File: src/rtl/irqx_pkg.sv
package irqx_pkg;
    parameter int OFS_STATUS = 'h16;
    parameter int OFS_LIVE   = 'h18;
    parameter int OFS_MSET   = 'h1A;
    parameter int OFS_MCLR   = 'h1C;

    typedef enum logic [2:0] {
        SEL_NONE,
        SEL_STATUS,
        SEL_LIVE,
        SEL_MSET,
        SEL_MCLR
    } reg_sel_e;

    typedef enum logic {
        ACC_IDLE,
        ACC_RESP
    } acc_state_e;

    typedef enum logic {
        SUM_QUIET,
        SUM_RAISED
    } sum_state_e;
endpackage

File: src/rtl/irqx_sync.sv
module irqx_sync #(
    parameter int WIDTH  = 16,
    parameter int STAGES = 2
) (
    input  logic             clk,
    input  logic             rst_n,
    input  logic [WIDTH-1:0] din,
    output logic [WIDTH-1:0] dout
);
    for (genvar s = 0; s < STAGES; s++) begin : g_stage
        logic [WIDTH-1:0] q;
        if (s == 0) begin : g_first
            always_ff @(posedge clk or negedge rst_n) begin
                if (!rst_n) q <= '0;
                else        q <= din;
            end
        end else begin : g_next
            always_ff @(posedge clk or negedge rst_n) begin
                if (!rst_n) q <= '0;
                else        q <= g_stage[s-1].q;
            end
        end
    end

    assign dout = g_stage[STAGES-1].q;
endmodule

File: src/rtl/irqx_core.sv
module irqx_core #(
    parameter int LINES = 16
) (
    input  logic             clk,
    input  logic             rst_n,
    input  logic [LINES-1:0] sync_lvl,
    input  logic [LINES-1:0] clr_status,
    input  logic [LINES-1:0] set_mask,
    input  logic [LINES-1:0] clr_mask,
    output logic [LINES-1:0] status_q,
    output logic [LINES-1:0] mask_q
);
    logic [LINES-1:0] status_d;
    logic [LINES-1:0] mask_d;

    // A set from a high input overrides a clear in the same cycle.
    always_comb begin
        status_d = (status_q & ~clr_status) | sync_lvl;
        mask_d   = (mask_q & ~clr_mask) | set_mask;
    end

    always_ff @(posedge clk or negedge rst_n) begin
        if (!rst_n) begin
            status_q <= '0;
            mask_q   <= '0;
        end else begin
            status_q <= status_d;
            mask_q   <= mask_d;
        end
    end
endmodule

File: src/rtl/irqx_host_port.sv
module irqx_host_port
    import irqx_pkg::*;
#(
    parameter int LINES  = 16,
    parameter int ADDR_W = 8
) (
    input  logic              clk,
    input  logic              rst_n,
    input  logic [ADDR_W-1:0] addr,
    input  logic              wr_en,
    input  logic              rd_en,
    input  logic [LINES-1:0]  wdata,
    input  logic [LINES-1:0]  status_q,
    input  logic [LINES-1:0]  mask_q,
    input  logic [LINES-1:0]  live_lvl,
    output logic [LINES-1:0]  rdata,
    output logic [LINES-1:0]  clr_status,
    output logic [LINES-1:0]  set_mask,
    output logic [LINES-1:0]  clr_mask
);
    reg_sel_e         sel;
    acc_state_e       acc_q;
    acc_state_e       acc_d;
    logic [LINES-1:0] rd_mux;
    logic [LINES-1:0] rdata_q;

    always_comb begin
        if      (addr == ADDR_W'(OFS_STATUS)) sel = SEL_STATUS;
        else if (addr == ADDR_W'(OFS_LIVE))   sel = SEL_LIVE;
        else if (addr == ADDR_W'(OFS_MSET))   sel = SEL_MSET;
        else if (addr == ADDR_W'(OFS_MCLR))   sel = SEL_MCLR;
        else                                  sel = SEL_NONE;
    end

    always_comb begin
        rd_mux     = '0;
        clr_status = '0;
        set_mask   = '0;
        clr_mask   = '0;
        unique case (sel)
            SEL_STATUS: begin
                rd_mux     = status_q;
                clr_status = wr_en ? wdata : '0;
            end
            SEL_LIVE:   rd_mux = live_lvl;
            SEL_MSET: begin
                rd_mux   = mask_q;
                set_mask = wr_en ? wdata : '0;
            end
            SEL_MCLR: begin
                rd_mux   = mask_q;
                clr_mask = wr_en ? wdata : '0;
            end
            default:    rd_mux = '0;
        endcase
    end

    // Access state machine: ACC_RESP marks the cycle after a read strobe.
    always_comb begin
        unique case (acc_q)
            ACC_IDLE: acc_d = rd_en ? ACC_RESP : ACC_IDLE;
            ACC_RESP: acc_d = rd_en ? ACC_RESP : ACC_IDLE;
            default:  acc_d = ACC_IDLE;
        endcase
    end

    always_ff @(posedge clk or negedge rst_n) begin
        if (!rst_n) acc_q <= ACC_IDLE;
        else        acc_q <= acc_d;
    end

    always_ff @(posedge clk or negedge rst_n) begin
        if (!rst_n)     rdata_q <= '0;
        else if (rd_en) rdata_q <= rd_mux;
    end

    assign rdata = (acc_q == ACC_RESP) ? rdata_q : '0;
endmodule

File: src/rtl/irqx_summary.sv
module irqx_summary
    import irqx_pkg::*;
#(
    parameter int LINES = 16
) (
    input  logic             clk,
    input  logic             rst_n,
    input  logic [LINES-1:0] status_q,
    input  logic [LINES-1:0] mask_q,
    output logic             irq_out
);
    sum_state_e sum_q;
    sum_state_e sum_d;
    logic       pending;

    assign pending = |(status_q & mask_q);

    always_comb begin
        unique case (sum_q)
            SUM_QUIET:  sum_d = pending ? SUM_RAISED : SUM_QUIET;
            SUM_RAISED: sum_d = pending ? SUM_RAISED : SUM_QUIET;
            default:    sum_d = SUM_QUIET;
        endcase
    end

    always_ff @(posedge clk or negedge rst_n) begin
        if (!rst_n) sum_q <= SUM_QUIET;
        else        sum_q <= sum_d;
    end

    always_comb begin
        irq_out = (sum_q == SUM_RAISED);
    end
endmodule

File: src/rtl/irq_expander.sv
module irq_expander #(
    parameter int LINES       = 16,
    parameter int ADDR_W      = 8,
    parameter int SYNC_STAGES = 2
) (
    input  logic              clk,
    input  logic              rst_n,
    input  logic [LINES-1:0]  irq_lines,
    input  logic [ADDR_W-1:0] addr,
    input  logic              wr_en,
    input  logic              rd_en,
    input  logic [LINES-1:0]  wdata,
    output logic [LINES-1:0]  rdata,
    output logic              irq_out
);
    logic [LINES-1:0] sync_lvl;
    logic [LINES-1:0] status_q;
    logic [LINES-1:0] mask_q;
    logic [LINES-1:0] clr_status;
    logic [LINES-1:0] set_mask;
    logic [LINES-1:0] clr_mask;

    irqx_sync #(.WIDTH(LINES), .STAGES(SYNC_STAGES)) u_sync (
        .clk  (clk),
        .rst_n(rst_n),
        .din  (irq_lines),
        .dout (sync_lvl)
    );

    irqx_core #(.LINES(LINES)) u_core (
        .clk       (clk),
        .rst_n     (rst_n),
        .sync_lvl  (sync_lvl),
        .clr_status(clr_status),
        .set_mask  (set_mask),
        .clr_mask  (clr_mask),
        .status_q  (status_q),
        .mask_q    (mask_q)
    );

    irqx_host_port #(.LINES(LINES), .ADDR_W(ADDR_W)) u_port (
        .clk       (clk),
        .rst_n     (rst_n),
        .addr      (addr),
        .wr_en     (wr_en),
        .rd_en     (rd_en),
        .wdata     (wdata),
        .status_q  (status_q),
        .mask_q    (mask_q),
        .live_lvl  (sync_lvl),
        .rdata     (rdata),
        .clr_status(clr_status),
        .set_mask  (set_mask),
        .clr_mask  (clr_mask)
    );

    irqx_summary #(.LINES(LINES)) u_sum (
        .clk     (clk),
        .rst_n   (rst_n),
        .status_q(status_q),
        .mask_q  (mask_q),
        .irq_out (irq_out)
    );
endmodule

File: config.mk
export PLATFORM = sky130hd
export DESIGN_NAME = irq_expander
export DESIGN_NICKNAME = d
export VERILOG_FILES = /design/src/rtl/irqx_pkg.sv /design/src/rtl/irqx_sync.sv /design/src/rtl/irqx_core.sv /design/src/rtl/irqx_host_port.sv /design/src/rtl/irqx_summary.sv /design/src/rtl/irq_expander.sv
export SDC_FILE = /design/constraint.sdc
export NUM_CORES = 1
export LEC_CHECK = 0
export BUFFER_PORTS_ARGS = -buffer_cell sky130_fd_sc_hd__clkbuf_2
export CORE_ASPECT_RATIO = 1.5
export CORE_MARGIN = 8
export CORE_UTILIZATION = 55
export DETAILED_ROUTE_END_ITERATION = 7
export PLACE_DENSITY_LB_ADDON = 0.25
export SLEW_MARGIN = 30
export SYNTH_ARGS = -nofsm -noshare
export SYNTH_HDL_FRONTEND = slang
export SYNTH_HIERARCHICAL = 1
export SYNTH_SLANG_ARGS = --single-unit
File: constraint.sdc
create_clock -name clk -period 1.1 [get_ports clk]
set_input_delay 0.22 -clock clk [delete_from_list [all_inputs] [get_ports clk]]
set_output_delay 0.22 -clock clk [all_outputs]
set_load 0.1 [all_outputs]
==> results of run 1 <==
## worst paths after layout
path	from	endpoint	slack, ns	depth (start not counted)
worst min register to register	u_sync/g_stage[0].q[7]	u_sync/dout[7]	0.35	0
worst min-delay path	wdata[15]	u_core/mask_q[15]	0.29	4
min in group asynchronous	rst_n	u_sync/dout[0]	0.43	3
worst max-delay path	u_port/acc_q	rdata[5]	-0.36	3
worst max register to register	u_core/status_q[3]	u_sum/irq_out	-0.06	3
max in group asynchronous	rst_n	u_port/acc_q	0.33	3
## power groups by stage
stage | logic [mW] | clock network (mW) | registers [mW]
finish | 0.837 | 1.91 | 3.19
CTS | 0.803 | 1.95 | 3.19
global route | 0.891 | 2.05 | 3.20
floorplan | 0.291 | 0 | 3.32
detailed placement | 0.732 | 0 | 3.25
global placement | 0.713 | 0 | 3.25
## cell type report
cell class	instances	area (um^2)	area share
clock buffers	13	148.9	0.02760
clock inverters	2	13.76	0.002552
inverters	64	240.2	0.04454
multi-input cells	196	1655	0.3069
flip-flops and latches	82	2054	0.3809
well taps	78	97.59	0.01809
repair buffers	120	1184	0.2194
## cell usage after synthesis
master and count:
sky130_fd_sc_hd__dfrtp_1 82, sky130_fd_sc_hd__inv_1 64, sky130_fd_sc_hd__nor2_1 50, sky130_fd_sc_hd__a21o_1 32, sky130_fd_sc_hd__nor4bb_1 17, sky130_fd_sc_hd__and2_1 16
sky130_fd_sc_hd__nand2_1 16, sky130_fd_sc_hd__o211ai_1 16, sky130_fd_sc_hd__o221ai_1 16, sky130_fd_sc_hd__and4b_1 14, sky130_fd_sc_hd__clkbuf_1 14, sky130_fd_sc_hd__a221oi_2 4
sky130_fd_sc_hd__a22o_1 4, sky130_fd_sc_hd__buf_2 4, sky130_fd_sc_hd__buf_6 3, sky130_fd_sc_hd__and4b_2 2, sky130_fd_sc_hd__nand4b_2 2, sky130_fd_sc_hd__and2b_1 1
sky130_fd_sc_hd__and3b_2 1, sky130_fd_sc_hd__buf_4 1, sky130_fd_sc_hd__clkbuf_2 1, sky130_fd_sc_hd__nand4_1 1, sky130_fd_sc_hd__nand4_4 1, sky130_fd_sc_hd__nand4b_1 1
sky130_fd_sc_hd__nor4b_4 1, sky130_fd_sc_hd__xor2_1 1
## through the flow
stage | worst slack, ns | std cells | TNS [ns] | hold slack (ns)
after global placement | -0.3209 | 512 | -14.02 | 0.2767
final | -0.3568 | 555 | -6.176 | 0.2855
after detailed placement | -0.3841 | 512 | -16.80 | 0.2794
after floorplan | -0.2656 | 365 | -7.458 | -0.07559
after global routing | -0.4013 | 555 | -7.541 | 0.2910
after CTS | -0.3730 | 547 | -6.040 | 0.2147
## worst reg2reg max path: cells and delay by family, from the launching register on
family,cells,cell delay (ns)
and+or+nand+nor,1,0.15
AOI/OAI and AO/OA,2,0.48
DFF,1,0.41
## layer usage
metal | wire length (um) | vias to the layer above | track usage
met2 | 5095 | 110 | 0.3245
met4 | 323 | 0 | 0.1074
li1 | - | 1449 | -
met3 | 535 | 20 | 0.03878
met5 | 0 | - | 0
met1 | 3733 | 1503 | 0.2173
## cell families after synthesis
group / Yosys count / share of synthesized area
AOI/OAI and AO/OA: 72 / 0.1566
xor gates and xnor gates: 1 / 0.002303
buffers and inverters: 87 / 0.09441
DFF: 82 / 0.5395
and+or+nand+nor: 123 / 0.2072
## registers in the layout, summed over array words and instances (netlist names)
| name | flops |
|---|---|
| u_core/status_q | 16 |
| u_port/acc_q | 1 |
| u_port/rdata_q | 16 |
| u_core/mask_q | 16 |
| u_sum/irq_out | 1 |
| u_sync/dout | 16 |
| u_sync/g_stage.q | 16 |
## timing repair
action / in CTS / in global routing
setup endpoints to repair: 26 / 49
resized for setup: 13 / 49
hold buffers: 17 / 0
gates cloned: 0 / 1
pin swaps: 9 / 31
buffers inserted: 3 / 7
endpoints found under the hold margin: 98 / 0
## placed cells by master, fill, tap and decap left out, drive strengths merged
cell type | netlist | routed
a22o | 4 | 4
clkinv | 0 | 2
dfrtp | 82 | 82
nand2 | 16 | 16
nor4bb | 17 | 17
a21o | 32 | 32
dlygate4sd3 | 0 | 17
nor4b | 1 | 1
and3b | 1 | 1
buf | 8 | 62
nand4 | 2 | 2
xor2 | 1 | 1
o211ai | 16 | 16
and2b | 1 | 1
o221ai | 16 | 16
nor2 | 50 | 50
and4b | 16 | 16
clkbuf | 15 | 54
and2 | 16 | 16
nand4b | 3 | 3
inv | 64 | 64
a221oi | 4 | 4
==> results.txt, run 1 <==
- Of the total power, combinational logic draws 0.141.
- Entering global routing, the biggest net connects 83 pins.
* Worst Setup Slack, final: -0.3568 ns
- Core box area: 0.006805 mm^2
- After legalization and detailed placement, the total HPWL measured 6333 um.
- Initial antenna violation count: 0
- Dividing total power by cell area gives a power density of about 1100 mW/mm^2.
- In the final layout, the share of cells above drive strength 1 is 0.3857.
* Time the worst path needs with I/O delays and setup: 1.457 ns
- Power share of the clock group: 0.321
- Summing all placed instances gives a cell area of between 0.004 and 0.005 mm^2.
* Max H-tree Level: 3
- For the worst setup path, the data arrival time is between 1 and 1.5 ns.
- GRT Overall Usage: 0.1914
- Top-Level Pins: 61
* Synth top area share: 0.5395
* Worst slew margin relative to its limit: 0.7187
* Synthesis-stage register bit count: approximately 80
* WL/cell: 17.45 um
* Root buffer cell: sky130_fd_sc_hd__clkbuf_8
- Max-cap violations in this run came to 0.
- Number of buffers created by CTS: 9
- Counting along the longest clock path gives a buffer depth of 2.
* Vias per cell: between 5 and 6
* Top cell type by total area after synthesis: sky130_fd_sc_hd__dfrtp_1
* Maximum clock skew at final layout: approximately 0.015 ns
* Final weighted congestion in routability-driven placement: 0.8322
- Via total after detailed routing: between 3,000 and 4,000
- Sequential fraction of design power: 0.538
* Cell Chain, Critical Path: buf_6 > and2_4 > buf_12
- Total gr overflow: 0
- Initial cell density of the core: 0.5589
- The completed layout was analyzed and its total power is 5.934 mW.
- IR Drop Worst-Case VDD: 0.9367 mV
* Outcome: finished, violations left
* Final net count: 517
- First drt pass iteration count: 4
- Filler instances: ~400
* Net switching power: 1.561 mW
- Measured on the finished design, the core utilization comes to 0.7926.
* Horizontal die dimension: 83.90 um
* Power Internal: 4.373 mW
- Syn-to-layout area delta: 41.81%
- Synth warnings: 6
- In this run the tool buffered the top-level ports with 60 buffer cells.
- Die Area: ~0.01 mm^2
* Routed Wire Length: 9687 um
- Die height: 117.9 um
- Std cell rows: 37
- Startpoint Class: flip-flop
* Number of pins with negative max-slew slack in the final report: 0
* N_diodes: 0
- Critical path start-end classification: flip-flop to output port
- Violations in the final reports: negative setup slack
* Distinct cell type count after synthesis: 26
- Largest delay contributor family on the critical path: flip-flops
- Transition time at the pin with the least slew margin: between 0.4 and 0.5 ns
- Antenna-violating nets left: 0
* DRC Markers: 0
- Endpoint required time on the critical path: around 0.9 ns
- Final setup violating endpoints: 32
- Derived from the worst setup path, the maximum achievable clock frequency is 686.5 MHz.
- The number of buffers and inverters on the critical path is 2.
- Setup repair after global routing could not meet its margin everywhere.
- Final Hold Violating Endpoints: 0
* Fin crit share: 1.324
- Share of total power consumed by net switching: 0.2631
* Number of nets in the synthesized netlist: roughly 410
- Top post-synthesis cells by area: sky130_fd_sc_hd__dfrtp_1, sky130_fd_sc_hd__a21o_1, sky130_fd_sc_hd__inv_1, sky130_fd_sc_hd__nor2_1, sky130_fd_sc_hd__nor4bb_1
* Number of standard cells after synthesis: 365
* TritonCTS clock tree: yes
- Starting DRT DRC Count: 282
* Post-Layout Inst Area: 0.005394 mm^2
* CTS Sinks: about 80
- Cell with the largest stage delay on the worst path: sky130_fd_sc_hd__dfrtp_2
- Later-pin clock latency in the skew report: 0.36 ns
* Clock slew at the register clock pins of the worst setup and hold paths: 0.09 ns
- Kind of capture point of the worst setup path: output port
* First-pass GRT wire length: approximately 15,000 um
* Syn Std Cell Area: 0.003804 mm^2
* Post-Syn Area per Cell: 10.42 um^2
- The tightest min-delay check is of the input pin to flip-flop type.
- Sequential fraction of the synthesis area: 0.5395
- Of all nets on the critical path, the largest fanout is 8.
- Number of global-route vias before repair: about 3,200
* Largest stage delay, worst path: 0.44 ns
- In this run the static leakage power is between 2 and 2.5 nW.
(Power assumes the default switching activity.)
==> run 2: changes to the inputs <==
--- a/config.mk
+++ b/config.mk
@@ -11,6 +11,7 @@
 export CORE_UTILIZATION = 55
 export DETAILED_ROUTE_END_ITERATION = 7
 export PLACE_DENSITY_LB_ADDON = 0.25
+export SETUP_SLACK_MARGIN = 0.05
 export SLEW_MARGIN = 30
 export SYNTH_ARGS = -nofsm -noshare
 export SYNTH_HDL_FRONTEND = slang
==> run 2 against run 1 <==
The run still ends with negative setup slack left. Worst setup slack lost 0.0044 ns. Die area is the same. Design area grew 2.6%. Clock skew shrank 0.0032 ns. Via count grew 7.4%. Combinational power grew 4.1%. Critical path type unchanged. Largest power group unchanged. Highest routed layer unchanged.
==> results.txt, run 2 (synthesized netlist as in run 1, its figures left out) <==
- Routed Wire Length: 10,790 um
- TritonCTS built the clock tree.
- The max-slew violation count was 0.
- Largest delay contributor family on the critical path: flip-flops
* Antenna-violating nets left: 0
* Initial cell density of the core: 0.5589
- Area after detailed placement: 0.004781 mm^2
- Initial antenna violation count: 0
- WL/cell: 19.30 um
* Root buffer cell: sky130_fd_sc_hd__clkbuf_8
* Time the worst path needs with I/O delays and setup: 1.461 ns
- Kind of capture point of the worst setup path: output port
- Entering global routing, the biggest net connects 51 pins.
- Once placement completed, the tool counted placed cells totaling 512.
- On the final layout, the worst clock skew is 0.01183 ns.
* Total power draw: 6.123 mW
- Compared with the post-synthesis result, the final layout area differs by 45.56%.
- Global Route met2 Usage: 0.3506
* Worst hold slack after final layout: 0.2979 ns
- CTS Buffer Depth: 2
- Met1 capacity usage during global routing: 0.2424
* Commonest cells after routing, fill and taps aside: sky130_fd_sc_hd__dfrtp_1, sky130_fd_sc_hd__inv_1, sky130_fd_sc_hd__clkbuf_2
- First drt pass iteration count: 6
- Worst Setup Slack, final: -0.3611 ns
- The final reports fail on negative setup slack.
- Final Hold Violating Endpoints: 0
* Post-Layout Inst Area: between 0.005 and 0.006 mm^2
* Final net count: 520
- Vias per cell: 5.919
- IR analysis of the VDD net gives a maximum drop of roughly 1.1 mV.
- Based on the critical path, the design can be clocked at up to 684.4 MHz.
- In the finished design, the share of the clock period the worst path needs comes to 1.328.
- Most frequent standard cell in the layout excluding fill and tap cells: sky130_fd_sc_hd__dfrtp_1
* Clock slew at the register clock pins of the worst setup and hold paths: 0.09 ns
- CTS Sinks: 82
* Fraction of met3 tracks used by global routing: 0.05540
- Post-route non-filler standard cell count: 559
* Detailed placer's ending HPWL: 6458 um
- In this run the count of I/O pins placed on the die edge is 61.
- Std cell rows: 37
- DRC Markers: 0
- Across the run, the number of max-cap violations was 0.
- Of the cells placed in the final design, the portion with a size suffix greater than 1 is 0.4366.
* N_diodes: 0
- Final total negative setup slack: -6.592 ns
- For this design, the slowest cell found on the critical path is sky130_fd_sc_hd__dfrtp_2.
- Final setup violating endpoints: 41
- Pwr/cell area: 1106 mW/mm^2
* Largest stage delay, worst path: approximately 0.44 ns
* Utilization after layout: 0.8136
- Starting DRT DRC Count: about 350
* Horizontal die dimension: 83.90 um
- Final weighted congestion in routability-driven placement: ~0.85
- Along the worst path, the maximum fanout reaches 8.
* Core box area: slightly below 0.007 mm^2
* Die Area: 0.009888 mm^2
* Setup repair after global routing missed its margin: yes
- Via total after detailed routing: 3,309
* Number of buffers created by CTS: 9
- The number of global-route vias before repair was approximately 3,500.
- Gr busiest metal: met2
- Critical Path AT: 1.24 ns
* Leakage: around 2.5 nW
- Total gr overflow: 0
- Later-pin clock latency in the skew report: 0.36 ns
* First-pass GRT wire length: 17,090 um
- The critical path contains buffers and inverters numbering 2 combined.
- Outcome: finished, violations left
- Across every metal layer, demand over resource in global routing totals 0.2116.
- At the placement stage, the worst setup path has a slack of -0.3862 ns.
- Walking the worst path, the cells encountered are buf_6 > and2_4 > buf_12.
- The H-tree generated during clock tree synthesis spans 3 levels.
* Startpoint Class: flip-flop
- Endpoint required time on the critical path: 0.88 ns
* IO Port Bufs: 60
* Critical path start-end classification: flip-flop to output port
- The tightest min-delay check is of the input pin to flip-flop type.
* Die height: 117.9 um
* Transition time at the pin with the least slew margin: 0.3923 ns
- Worst slew margin relative to its limit: 0.7349
run 2: changes by cell type in the layout (fill, tap and decap cells not counted), sizes merged:
cell and change:
buf +4, clkbuf -4, clkinvlp +2, inv +2
run 2: per-layer routing:
metal	part of all wire	routed length, um
met1	0.37	4004
met2	0.52	5604
met3	0.069	741
met4	0.041	438
met5	0	0
run 2: worst register-to-register path, cell delays in order (launching register included):
cell and delay, ns:
sky130_fd_sc_hd__dfrtp_1 0.40, sky130_fd_sc_hd__a22o_1 0.26, sky130_fd_sc_hd__a221oi_2 0.26, sky130_fd_sc_hd__nand4_1 0.19
run 2: worst paths after layout:
kind                                    startpoint             endpoint  slack [ns]  depth (start not counted)
setup / recovery                      u_port/acc_q             rdata[9]       -0.36                          3
hold / removal                            wdata[8]     u_core/mask_q[8]        0.30                          5
min in group asynchronous                    rst_n    u_core/mask_q[12]        0.36                          3
setup reg to reg                  u_core/mask_q[2]        u_sum/irq_out       -0.17                          3
hold reg to reg            u_sync/g_stage[0].q[14]      u_sync/dout[14]        0.35                          0
max in group asynchronous                    rst_n  u_core/status_q[11]        0.47                          3
run 2: power by group:
| part | switching (mW) | internal, mW |
|---|---|---|
| Clock | 1.16 | 0.904 |
| Combinational | 0.493 | 0.378 |
| Sequential | 0.0711 | 3.12 |
| Total | 1.72 | 4.40 |
run 2: cell type report:
class	instances	area, um^2
Sequential cell	82	2054
Multi-Input combinational cell	196	1748
Fill cell	380	1269
Timing Repair Buffer	123	1209
Inverter	64	240.2
Clock buffer	10	137.6
Tap cell	78	97.59
Clock inverter	6	50.05
run 2: timing repair:
| item | in CTS | in global routing |
|---|---|---|
| endpoints found under the setup margin | 49 | 59 |
| setup buffers | 8 | 5 |
| cloned | 1 | 0 |
| resized for setup | 46 | 42 |
| hold endpoints to repair | 98 | 0 |
| hold buffers | 17 | 0 |
| pin swaps | 20 | 19 |
==> run 3: changes to the inputs <==
--- a/config.mk
+++ b/config.mk
@@ -6,9 +6,11 @@
 export NUM_CORES = 1
 export LEC_CHECK = 0
 export BUFFER_PORTS_ARGS = -buffer_cell sky130_fd_sc_hd__clkbuf_2
+export CELL_PAD_IN_SITES_DETAIL_PLACEMENT = 0
+export CELL_PAD_IN_SITES_GLOBAL_PLACEMENT = 1
 export CORE_ASPECT_RATIO = 1.5
 export CORE_MARGIN = 8
-export CORE_UTILIZATION = 55
+export CORE_UTILIZATION = 44
 export DETAILED_ROUTE_END_ITERATION = 7
 export PLACE_DENSITY_LB_ADDON = 0.25
 export SETUP_SLACK_MARGIN = 0.05
==> constraint.sdc (replaced) <==
create_clock -name clk -period 1.1 [get_ports clk]
set_input_delay 0.11 -clock clk [delete_from_list [all_inputs] [get_ports clk]]
set_output_delay 0.11 -clock clk [all_outputs]
set_load 0.1 [all_outputs]
==> run 3 against run 2 <==
The flow still finishes with violations (negative setup slack). Highest routed layer unchanged. First-iteration DRC count shrank 54%. Final cell count grew 6.6%. Via count shrank 8.6%. Flip-flop and latch count is the same. Clock power grew 39%. Wire length shrank 9.7%. Die area grew 21%. Combinational power is essentially flat. Largest power group unchanged.
==> results.txt, run 3 (synthesized netlist as in run 1, its figures left out) <==
* Horizontal die dimension: 91.92 um
* Global Route met2 Usage: 0.2821
- Time the worst path needs with I/O delays and setup: 1.311 ns
* Worst hold slack after final layout: roughly 0.21 ns
- Violations in the final reports: negative setup slack
- TritonCTS clock tree: yes
* Final total negative setup slack: -3.629 ns
- First-pass GRT wire length: approximately 16,000 um
- Fraction of met3 tracks used by global routing: 0.02931
- After clock tree synthesis, the clock-pin slew on the worst setup and hold paths is 0.06 ns.
* DRC Markers: 0
- Across the VDD grid, the largest voltage drop is 1.300 mV.
* GRT Overall Usage: 0.1682
* N_diodes: 0
- Before antenna repair, the detailed router went through 4 iterations.
* Most frequent standard cell in the layout excluding fill and tap cells: sky130_fd_sc_hd__dfrtp_1
- Leakage: 2.564 nW
- For this run, global-route usage on met1 was measured as 0.1973.
* Routed Wire Length: 9742 um
- The number of cells on the worst reg-to-reg path is 3.
- In this run the worst path has a maximum fanout of 8.
- Core box area: 0.008413 mm^2
- Top-Level Pins: 61
- Outcome: finished, violations left
- Final weighted congestion in routability-driven placement: 0.7872
- After detailed routing, the number of vias per cell comes to 5.076.
- In the post-route analysis, the smallest setup slack over all paths is -0.2107 ns.
- The path with the worst hold slack has its endpoint at u_port/rdata_q[15].
- STA classifies the critical path startpoint as a flip-flop.
- Fraction of final layout cells with drive strength greater than 1: 0.4356
- For this run the aggregate overflow at the end of global routing stands at 0.
* Worst slew margin relative to its limit: 0.7185
* Final net count: between 500 and 600
- Number of buffers created by CTS: 9
- Hold Path Stages: 3
* CTS Sinks: 82
* IO Port Bufs: 60
- Static timing analysis puts the maximum clock frequency at approximately 760 MHz.
- Setup violations remaining at the end of the flow were counted as 29.
* Maximum number of pins on one net before global-route repair: 83
- In this run the remaining antenna-violating nets after routing total 0.
* Largest delay contributor family on the critical path: flip-flops
* Starting DRT DRC Count: roughly 160
- Initial cell density of the core: 0.4521
* Number of global-route vias before repair: 3,229
- Together, buffers and inverters on the worst path number 2.
* Via total after detailed routing: 3,025
- In the finished design, the share of the clock period the worst path needs comes to 1.192.
- Number of max-cap violations: 0
- Type of the worst min-delay path: input pin to flip-flop
- The worst hold path begins at rd_en.
- At the worst endpoint, the arrival time is around 1.2 ns.
* WL/cell: 16.35 um
- Syn-to-layout area delta: 52.20%
- Maximum clock skew at final layout: just over 0.002 ns
- Reg2reg end: u_sum/irq_out
- Detailed placer's ending HPWL: 6662 um
- Critical path start-end classification: flip-flop to output port
* Initial antenna violation count: 0
- Cell with the largest stage delay on the worst path: sky130_fd_sc_hd__dfrtp_2
- For the pin with the worst max-slew slack, the measured transition is 0.4223 ns.
* Root buffer cell: sky130_fd_sc_hd__clkbuf_16
- The layer flagged by global routing as most heavily used is met2.
* Max H-tree Level: 3
* Std cell rows: 41
* Launch point of the critical path: u_port/acc_q
- Endpoint required time on the critical path: around 1 ns
* Number of pins with negative max-slew slack in the final report: 0
- Commonest cells after routing, fill and taps aside: sky130_fd_sc_hd__dfrtp_1, sky130_fd_sc_hd__inv_1, sky130_fd_sc_hd__buf_4
* Pwr/cell area: 1196 mW/mm^2
- Setup repair after global routing missed its margin: yes
* Die height: ~130 um
- In this design, the stage delay of the slowest critical-path cell is approximately 0.43 ns.
- For flop-to-flop paths, the worst setup slack is -0.11 ns.
* Die Area: approximately 0.012 mm^2
- Final Hold Violating Endpoints: 0
- Later-pin clock latency in the skew report: 0.33 ns
- STA classifies the critical path endpoint as an output port.
- CTS Buffer Depth: 2
- The critical path goes through buf_6 > and2_4 > buf_12.
- Reg-to-reg startpoint: u_core/status_q[2]
-- run 3: cell types whose count changed in the layout (fill, tap and decap cells not counted), moves of 2 or more --
| cell | change |
|---|---|
| sky130_fd_sc_hd__o221ai_2 | -4 |
| sky130_fd_sc_hd__nor2_4 | +7 |
| sky130_fd_sc_hd__o221ai_1 | +4 |
| sky130_fd_sc_hd__nor2_1 | -2 |
| sky130_fd_sc_hd__inv_6 | -2 |
| sky130_fd_sc_hd__clkbuf_16 | +11 |
| sky130_fd_sc_hd__nor2_2 | -5 |
| sky130_fd_sc_hd__buf_4 | +7 |
| sky130_fd_sc_hd__buf_8 | +2 |
| sky130_fd_sc_hd__clkinv_4 | -2 |
| sky130_fd_sc_hd__clkbuf_8 | -10 |
-- run 3: layer usage --
| metal | part of all wire | vias to the layer above |
|---|---|---|
| li1 | - | 1479 |
| met1 | 0.42 | 1472 |
| met2 | 0.52 | 57 |
| met3 | 0.030 | 17 |
| met4 | 0.027 | 0 |
| met5 | 0 | - |
-- run 3: where the power goes --
part / switching (mW) / total (mW) / internal, mW
Combinational: 0.479 / 0.870 / 0.391
Sequential: 0.0657 / 3.19 / 3.13
Clock: 1.09 / 2.86 / 1.77
Total: 1.63 / 6.93 / 5.29
-- run 3: timing repair --
| action | in CTS | in global routing |
|---|---|---|
| cloned | 0 | 3 |
| resized for setup | 13 | 90 |
| hold buffers | 17 | 0 |
| setup endpoints to repair | 29 | 65 |
| setup buffers | 8 | 8 |
| pin swaps | 16 | 36 |
| hold endpoints to repair | 98 | 0 |
-- run 3: per-stage QoR --
stage	util	instance area (um^2)	instances	setup WS, ns	power (mW)
4_1_cts	0.6414	5396	585	-0.2199	6.934
5_1_grt	0.6881	5789	596	-0.2371	7.174
3_3_place_gp	0.5761	4847	547	-0.2598	3.982
2_1_floorplan	-	3923	365	-0.1556	3.606
6_report	0.6881	5789	596	-0.2107	6.926
3_5_place_dp	0.5761	4847	547	-0.2896	3.999
-- run 3: layout make-up --
| class | count | area, um^2 |
|---|---|---|
| clock inverters | 3 | 42.54 |
| fillers | 659 | 2624 |
| multi-input cells | 196 | 1749 |
| repair buffers | 134 | 1331 |
| inverters | 64 | 240.2 |
| flip-flops and latches | 82 | 2053 |
| clock buffers | 10 | 239.0 |
| well taps | 107 | 133.9 |
-- run 3: worst max path at each step --
stage,depth (start not counted),end,slack [ns]
finish,3,rdata[13],-0.21
global route,3,rdata[13],-0.24
CTS,3,rdata[13],-0.22
detailed placement,8,u_core/mask_q[9],-0.29
global placement,8,u_core/mask_q[0],-0.26
floorplan,6,u_core/mask_q[14],-0.16
-- run 3: worst register-to-register path: stages (launching register included) --
cell                       delay (ns)
sky130_fd_sc_hd__dfrtp_1         0.39
sky130_fd_sc_hd__a22o_1          0.28
sky130_fd_sc_hd__a221oi_2        0.20
sky130_fd_sc_hd__nand4_1         0.18
